`config.mk`:
```
export PLATFORM = sky130hd
export DESIGN_NAME = fnand_fabric
export DESIGN_NICKNAME = d
export VERILOG_FILES = /design/src/rtl/fnand_pkg.sv /design/src/rtl/fnand_cfg_chain.sv /design/src/rtl/fnand_plane.sv /design/src/rtl/fnand_out_cells.sv /design/src/rtl/fnand_fabric.sv
export SDC_FILE = /design/constraint.sdc
export NUM_CORES = 2
export LEC_CHECK = 0
export BUFFER_PORTS_ARGS = -buffer_cell sky130_fd_sc_hd__buf_2
export CORE_ASPECT_RATIO = 1.75
export CORE_MARGIN = 2
export CORE_UTILIZATION = 50
export CTS_CLUSTER_DIAMETER = 200
export CTS_CLUSTER_SIZE = 20
export DETAILED_ROUTE_END_ITERATION = 12
export HOLD_SLACK_MARGIN = 0.1
export PLACE_DENSITY = 0.64
export SYNTH_ARGS = -nofsm -noshare
export SYNTH_HDL_FRONTEND = slang
export SYNTH_SLANG_ARGS = --single-unit
```
`constraint.sdc`:
```
create_clock -name clk_i -period 3.5 [get_ports clk_i]
set_clock_uncertainty 0.2 [all_clocks]
set_input_delay 0.35 -clock clk_i [delete_from_list [all_inputs] [get_ports clk_i]]
set_output_delay 0.35 -clock clk_i [all_outputs]
set_load 0.01 [all_outputs]
```
`src/rtl/fnand_pkg.sv`:
```
package fnand_pkg;
  typedef enum logic {ST_IDLE, ST_RUN} eval_st_e;
endpackage

```
`src/rtl/fnand_cfg_chain.sv`:
```
module fnand_cfg_chain #(
  parameter int W = 16
) (
  input  logic         clk_i,
  input  logic         rst_ni,
  input  logic         en_i,
  input  logic         d_i,
  output logic [W-1:0] q_o
);
  logic [W-1:0] q_q;

  always_ff @(posedge clk_i or negedge rst_ni) begin
    if (!rst_ni)   q_q <= '0;
    else if (en_i) q_q <= {q_q[W-2:0], d_i};
  end

  assign q_o = q_q;

  AST_CFG_HOLD: assert property (@(posedge clk_i) disable iff (!rst_ni) !en_i |=> $stable(q_o));
endmodule

```
`src/rtl/fnand_plane.sv`:
```
module fnand_plane #(
  parameter int N_LIT   = 24,
  parameter int N_GATES = 24,
  localparam int ROW_W  = N_LIT + N_GATES
) (
  input  logic [N_LIT-1:0]         lit_i,
  input  logic [N_GATES-1:0]       gate_i,
  input  logic [N_GATES*ROW_W-1:0] conn_i,
  output logic [N_GATES-1:0]       gate_o
);
  logic [ROW_W-1:0] src;
  assign src = {gate_i, lit_i};

  for (genvar g = 0; g < N_GATES; g++) begin : g_gate
    logic [ROW_W-1:0] row;
    assign row = conn_i[g*ROW_W +: ROW_W];
    // unconnected bits act as 1 in the AND; empty row -> NAND = 0
    assign gate_o[g] = ~(&(~row | src));
  end
endmodule

```
`src/rtl/fnand_out_cells.sv`:
```
module fnand_out_cells #(
  parameter int N_GATES = 24,
  parameter int N_POL   = 4,
  parameter int N_XOR   = 2,
  parameter int N_BID   = 4,
  localparam int XOR_BASE = N_POL,
  localparam int BDAT_BASE = XOR_BASE + 2*N_XOR,
  localparam int BOE_BASE = BDAT_BASE + N_BID
) (
  input  logic [N_GATES-1:0]     gate_i,
  input  logic [N_POL+N_BID-1:0] pol_i,
  output logic [N_POL-1:0]       pol_o,
  output logic [N_XOR-1:0]       xor_o,
  output logic [N_BID-1:0]       bid_o,
  output logic [N_BID-1:0]       bid_oe_o
);
  for (genvar k = 0; k < N_POL; k++) begin : g_pol
    assign pol_o[k] = gate_i[k] ^ pol_i[k];
  end
  for (genvar m = 0; m < N_XOR; m++) begin : g_xor
    assign xor_o[m] = gate_i[XOR_BASE+2*m] ^ gate_i[XOR_BASE+2*m+1];
  end
  for (genvar b = 0; b < N_BID; b++) begin : g_bid
    assign bid_o[b]    = gate_i[BDAT_BASE+b] ^ pol_i[N_POL+b];
    assign bid_oe_o[b] = gate_i[BOE_BASE+b];
  end
endmodule

```
`src/rtl/fnand_fabric.sv`:
```
module fnand_fabric #(
  parameter int N_DED   = 8,
  parameter int N_BID   = 4,
  parameter int N_POL   = 4,
  parameter int N_XOR   = 2,
  parameter int N_GATES = 24,
  localparam int N_IN     = N_DED + N_BID,
  localparam int N_LIT    = 2 * N_IN,
  localparam int ROW_W    = N_LIT + N_GATES,
  localparam int POL_BASE = N_GATES * ROW_W,
  localparam int N_PB     = N_POL + N_BID,
  localparam int PASS_W   = $clog2(N_GATES),
  localparam int NP_BASE  = POL_BASE + N_PB,
  localparam int CFG_W    = NP_BASE + PASS_W
) (
  input  logic             clk_i,
  input  logic             rst_ni,
  input  logic             cfg_en_i,
  input  logic             cfg_d_i,
  input  logic             start_i,
  input  logic [N_DED-1:0] ded_i,
  input  logic [N_BID-1:0] bid_i,
  output logic [N_POL-1:0] pol_o,
  output logic [N_XOR-1:0] xor_o,
  output logic [N_BID-1:0] bid_o,
  output logic [N_BID-1:0] bid_oe_o,
  output logic             done_o
);
  import fnand_pkg::*;

  localparam logic [PASS_W:0] MAX_PASS = (PASS_W+1)'(N_GATES);

  logic [CFG_W-1:0]   cfg;
  eval_st_e           state_q;
  logic [PASS_W-1:0]  cnt_q;
  logic               done_q;
  logic [N_GATES-1:0] gate_q, gate_nxt;
  logic [N_DED-1:0]   snap_ded_q;
  logic [N_BID-1:0]   snap_bid_q;
  logic [N_LIT-1:0]   lit;
  logic [PASS_W:0]    npass_raw, npass_eff;

  fnand_cfg_chain #(.W(CFG_W)) i_cfg (
    .clk_i (clk_i), .rst_ni(rst_ni), .en_i(cfg_en_i), .d_i(cfg_d_i), .q_o(cfg)
  );

  assign npass_raw = {1'b0, cfg[NP_BASE +: PASS_W]} + 1'b1;
  assign npass_eff = (npass_raw > MAX_PASS) ? MAX_PASS : npass_raw;

  for (genvar i = 0; i < N_DED; i++) begin : g_ded_lit
    assign lit[2*i]   = snap_ded_q[i];
    assign lit[2*i+1] = ~snap_ded_q[i];
  end
  for (genvar b = 0; b < N_BID; b++) begin : g_bid_lit
    logic v;
    // a driving pin reads back as 0
    assign v = bid_oe_o[b] ? 1'b0 : snap_bid_q[b];
    assign lit[2*(N_DED+b)]   = v;
    assign lit[2*(N_DED+b)+1] = ~v;
  end

  fnand_plane #(.N_LIT(N_LIT), .N_GATES(N_GATES)) i_plane (
    .lit_i (lit), .gate_i(gate_q), .conn_i(cfg[POL_BASE-1:0]), .gate_o(gate_nxt)
  );

  fnand_out_cells #(.N_GATES(N_GATES), .N_POL(N_POL), .N_XOR(N_XOR), .N_BID(N_BID)) i_out (
    .gate_i (gate_q), .pol_i(cfg[POL_BASE +: N_PB]),
    .pol_o  (pol_o), .xor_o(xor_o), .bid_o(bid_o), .bid_oe_o(bid_oe_o)
  );

  always_ff @(posedge clk_i or negedge rst_ni) begin
    if (!rst_ni) begin
      state_q    <= ST_IDLE;
      cnt_q      <= '0;
      done_q     <= 1'b0;
      gate_q     <= '0;
      snap_ded_q <= '0;
      snap_bid_q <= '0;
    end else if (cfg_en_i) begin
      state_q <= ST_IDLE;
      done_q  <= 1'b0;
    end else begin
      unique case (state_q)
        ST_IDLE: if (start_i) begin
          snap_ded_q <= ded_i;
          snap_bid_q <= bid_i;
          gate_q     <= '0;
          cnt_q      <= '0;
          done_q     <= 1'b0;
          state_q    <= ST_RUN;
        end
        ST_RUN: begin
          gate_q <= gate_nxt;
          if ({1'b0, cnt_q} == npass_eff - 1'b1) begin
            state_q <= ST_IDLE;
            done_q  <= 1'b1;
          end else begin
            cnt_q <= cnt_q + 1'b1;
          end
        end
        default: state_q <= ST_IDLE;
      endcase
    end
  end

  assign done_o = done_q;

  AST_CFG_BLOCKS_DONE: assert property (@(posedge clk_i) disable iff (!rst_ni) cfg_en_i |=> !done_o);
  AST_SNAP_HELD: assert property (@(posedge clk_i) disable iff (!rst_ni)
    (state_q == ST_RUN && $past(state_q == ST_RUN)) |-> ($stable(snap_ded_q) && $stable(snap_bid_q)));
  AST_DONE_FROM_RUN: assert property (@(posedge clk_i) disable iff (!rst_ni)
    $rose(done_o) |-> $past(state_q == ST_RUN));
  AST_PASS_BOUND: assert property (@(posedge clk_i) disable iff (!rst_ni)
    (state_q == ST_RUN) |-> ({1'b0, cnt_q} < MAX_PASS));
  AST_CLEAR_ON_START: assert property (@(posedge clk_i) disable iff (!rst_ni)
    (state_q == ST_IDLE && start_i && !cfg_en_i) |=> (gate_q == '0));
endmodule

```
# == Word level (Yosys, flattened, before mapping) ==
# Cells that the tools add are included.
# classes
order_cmp,1
eq_ne,5
n_reduce_logical,28
add_sub_neg,3
muxes,18
bitwise_logic,96
# ops
cell,n
$not 48->48,24
$or 48x48->48,24
$reduce_and 48->1,24
$pmux 24 s2,1
$not 1->1,38
$mux 24,1
$mux 1,10
$mux 5,2
$pmux 5 s2,1
$xor 1x1->1,10
$add 5x1->6 const B,1
$eq 5x6->1,1
$gt 6x5->1 const B,1
$mux 6,1
$reduce_and 3->1,2
$sub 6x1->6 const B,1
$add 5x1->5 const B,1
$ne 2x2->1 const B,2
$pmux 1 s2,2
$reduce_and 2->1,2
$ne 3x2->1 const B,1
$ne 3x3->1 const B,1
# totals
register_bits,1208
elab_cells,158
out_inout_bits,15

# == Longest topological paths before layout ==
# logic_depth
word_depth,8
depth_mapped,12
depth_no_buf,11

# == Modules after synthesis ==
# A second synthesis with hierarchy kept.
# hier_totals
cells_unflattened,4033
area_unflattened_um2,55316.8
# by_module_without_submodules
mod,seq_area_each_um2,instances,area_per_inst_um2,cells_each
fnand_cfg_chain,29153.0,1,43516.7,2460
fnand_plane,0.0,1,9522.9,1310
fnand_fabric,1076.0,1,2159.6,249
fnand_out_cells,0.0,1,117.6,14

# == Worst setup path after synthesis ==
# OpenSTA, ideal clock, no wires.
# synth_timing
path_kind,register to register
start,register i_cfg.q_q[1160] (netlist: i_cfg.q_o[1160])
end,register cnt_q[3]
arrival_time_ns,2.465
path_slack_ns,0.756
setup_time_ns,0.079
path_stages_with_launch,13
n_path_buf,1
synth_period_minus_slack_ns,2.744
path_cell_list,dfrtp_1 > ha_1 > buf_6 > nor2b_1 > o2111ai_1 > nand3_1 > ha_1 > xor2_1 > xnor2_1 > a2111oi_4 > a31oi_4 > nand4_1 > mux2i_1
# synth_between
elab_chain_cells,7
# synth_lines
item,line_no,rtl
start: declaration,fnand_cfg_chain.sv:10,logic [W-1:0] q_q;
start signal: assignment,fnand_cfg_chain.sv:14,"else if (en_i) q_q <= {q_q[W-2:0], d_i};"
$add 5x1->6 *,fnand_fabric.sv:47,"assign npass_raw = {1'b0, cfg[NP_BASE +: PASS_W]} + 1'b1;"
$gt 6x5->1,fnand_fabric.sv:48,assign npass_eff = (npass_raw > MAX_PASS) ? MAX_PASS : npass_raw;
$mux 6 *,fnand_fabric.sv:48,
$sub 6x1->6 *,fnand_fabric.sv:94,"if ({1'b0, cnt_q} == npass_eff - 1'b1) begin"
$eq 5x6->1 *,fnand_fabric.sv:94,
$ne 2x2->1 (no line) *,-,
$reduce_and 3->1 (no line) *,-,
end signal: assignment,fnand_fabric.sv:98,cnt_q <= cnt_q + 1'b1;
end: declaration,fnand_fabric.sv:35,logic [PASS_W-1:0] cnt_q;
# Every way passes the cells marked *; elsewhere a longest branch is shown, timed or not.
# A chain may end at the register's enable or synchronous reset.

# == Worst setup path in the final report ==
# layout_timing
start,register i_cfg.q_q[1160] (netlist: i_cfg.q_o[1160])
end,register cnt_q[4]
# Same word-level chain as after synthesis.

==> qor.csv <==
metric;value;unit
min_period;3.10;ns
yosysWarnings;0;
cp-start-kind;flip-flop;
post_synth_num_cell_types;53;
power.density;528;mW/mm2
grt_pass1_wl;211000;um
fp.dieW;247;um
use_met2;0.465;
cp_data_arrival_time;3.50;ns
drt_iter0_drc;2650;
die-area;0.106;mm2
clkSinkCount;1208;
dr.pass1.iters;6;
via_per_inst;6.16;
cts_tree;built;
slew_viol_final;0;
drive_above_1_share;0.372;
cts_root_buffer;clkbuf_16;
hold_viol;0;
port_buffers;31;
cts_buffers;70;
clk_transition_reported_paths;0.08;ns
worstPathCellList;ha_1 -> nor2b_1 -> o2111ai_1 -> nand3_1 -> ha_1 -> xor2_1 -> xnor2_1 -> a2111oi_4 -> a31oi_4 -> nand4_1 -> mux2i_1;
vias;31024;
num_io_pins;32;
vdd_drop_max;0.000491;V
rsz0062_at_grt;no;
final_antenna_net_count;0;
wl_per_cell;28.0;um
first_global_vias;32068;
leakage;27.7;nW
fin_tns_setup;0;ns
yosysTopAreaCellShare;0.585;
htreeDepth;3;
cp-end-kind;flip-flop;
clk_path_buf_depth;3;
avgSynthCellArea;14.1;um2
yosysTopAreaCell;dfrtp_1;
yosysMostFrequentCell;dfrtp_1;
dieHeight;429;um
status;finished, final reports clean;
synth-edff-count;0;
grt_util_all_layers;0.270;
period_share;0.886;
fmax;322;MHz
whs;0.186;ns
grt_use_met1;0.340;
place_area;0.0540;mm2
grt_max_degree;187;
finalSetupViolCount;0;
synth_nets;3684;
worstPathMaxFanout;9;
routed_wl;141000;um
multi_input_area;0.0202;mm2
design_area;0.0561;mm2
hp-class;in -> async;
area_growth;8.43;%
core;0.103;mm2
seq_area_frac_synth;0.585;
gp_congestion;0.846;
cts_resized;0;
synth_seq_cells;1208;
slowest_delay;0.48;ns
start_util;0.503;
drv_cap;0;
worstMarginPinSlew;1.12;ns
path_common_cell;ha_1;
grtUsageMet3;0.0397;
rows;156;
antenna_found_initial;3;
synthFlopType;dfrtp_1;
final_nets;3703;
synthArstFlopShare;1.00;
seq_area;0.0302;mm2
synthTopCellsByArea;dfrtp_1 58%, mux2_2 24%, mux2i_1 4.4%, a221oi_1 1.9%, a22o_1 1.8%;
post-route-drc-count;0;
nFillCells;8520;
dp_hpwl;91500;um
relSlewSlack;0.254;
cp_slowest_cell;dfrtp_1;
worstSkewPairLatency;0.69;ns
synth_cells;3664;
cp.required;3.89;ns
path_class;reg -> reg;
netlist_area;0.0517;mm2
busiest_layer;met2;
yosys-top-cells-count;1208 x dfrtp_1, 1113 x mux2_2, 228 x mux2i_1;
grt-ovfl-total;0;
[layout make-up]
cell class / instances / area share
Clock buffer: 80 / 0.0330
Sequential cell: 1208 / 0.539
Tap cell: 1343 / 0.0300
Timing Repair Buffer: 181 / 0.0311
Antenna cell: 2 / 0.0000893
Inverter: 100 / 0.00669
Multi-Input combinational cell: 2122 / 0.360
Clock inverter: 1 / 0.000290
[state kept, by name (all words and copies together), names as in the netlist]
name,count
gate_q,24
cnt_q,5
done_o,1
state_q,1
i_cfg.q_o,1165
snap_ded_q,8
snap_bid_q,4
[worst max-delay path: cells and delay by family (launching register included)]
family | cells | cell delay (ns)
compound gates | 3 | 0.81
fa+ha+maj | 2 | 0.61
flops | 1 | 0.48
simple gates | 3 | 0.37
xor+xnor | 2 | 0.34
mux | 1 | 0.19
[cell families after synthesis]
| kind of cell | Yosys count | share of synthesized area |
|---|---|---|
| adder cells (fa/ha/maj) | 3 | 0.000726 |
| buffers and inverters | 334 | 0.0263 |
| AO/OA/AOI/OAI | 454 | 0.0677 |
| XOR/XNOR | 19 | 0.00322 |
| AND/OR/NAND/NOR | 305 | 0.0309 |
| flip-flops | 1208 | 0.585 |
| multiplexers | 1341 | 0.287 |
[through the flow]
step | util | worst slack [ns] | cells | total power, mW
CTS | 0.545 | 0.369 | 5035 | 29.8
global route | 0.545 | 0.180 | 5036 | 30.6
floorplan | - | 0.756 | 3664 | 18.4
finish | 0.545 | 0.398 | 5037 | 29.6
global placement | 0.525 | 0.375 | 4937 | 21.4
detailed placement | 0.525 | 0.373 | 4937 | 21.5
[metal layers]
layer,part of all wire,vias up
li1,-,13490
met1,0.40,16494
met2,0.51,769
met3,0.049,271
met4,0.043,0
met5,0,-
[where the power goes]
| group | internal (mW) | total, mW | leakage (nW) | switching (mW) |
|---|---|---|---|---|
| registers | 14.8 | 15.6 | 16.7 | 0.860 |
| clock network | 3.75 | 8.35 | 0.915 | 4.60 |
| logic | 2.02 | 5.62 | 10.0 | 3.60 |
[cells in the final DEF, fill, tap and decap left out, types with 5 or more instances in the layout]
cell	count
o21ai_0	98
a21oi_1	7
inv_1	99
nor4_1	22
buf_12	31
dfrtp_2	8
o22ai_1	25
mux2i_1	228
buf_4	103
dlygate4sd3_1	16
xnor2_1	6
xor2_1	13
nand4_1	81
buf_2	29
clkbuf_1	7
a2111oi_0	7
a221oi_1	110
and4_1	8
o2111ai_1	5
mux2_2	1113
a221o_1	10
nand3_1	19
clkbuf_16	73
a22o_1	109
nand2_1	123
dfrtp_1	1200
a22oi_1	63
nor3_1	7
nor2b_1	15
[path summary, 6_finish.rpt]
check / start / end / slack (ns) / cells past startpoint
worst max-delay path: i_cfg.q_o[1160] / cnt_q[4] / 0.40 / 11
min in group clk_i: bid_i[1] / snap_bid_q[1] / 0.19 / 4
worst min register to register: i_cfg.q_o[1033] / i_cfg.q_o[1034] / 0.28 / 2
worst max register to register: i_cfg.q_o[1160] / cnt_q[4] / 0.40 / 11
worst min-delay path: rst_ni / i_cfg.q_o[546] / 0.19 / 3
max in group asynchronous: rst_ni / i_cfg.q_o[1031] / 2.09 / 4
[timing repair]
item                                   4_1_cts  5_1_grt
hold buffers                                17        0
endpoints found under the hold margin      931        0
buffers inserted                             0        0
No activity file was read; power rests on OpenSTA's default activity.
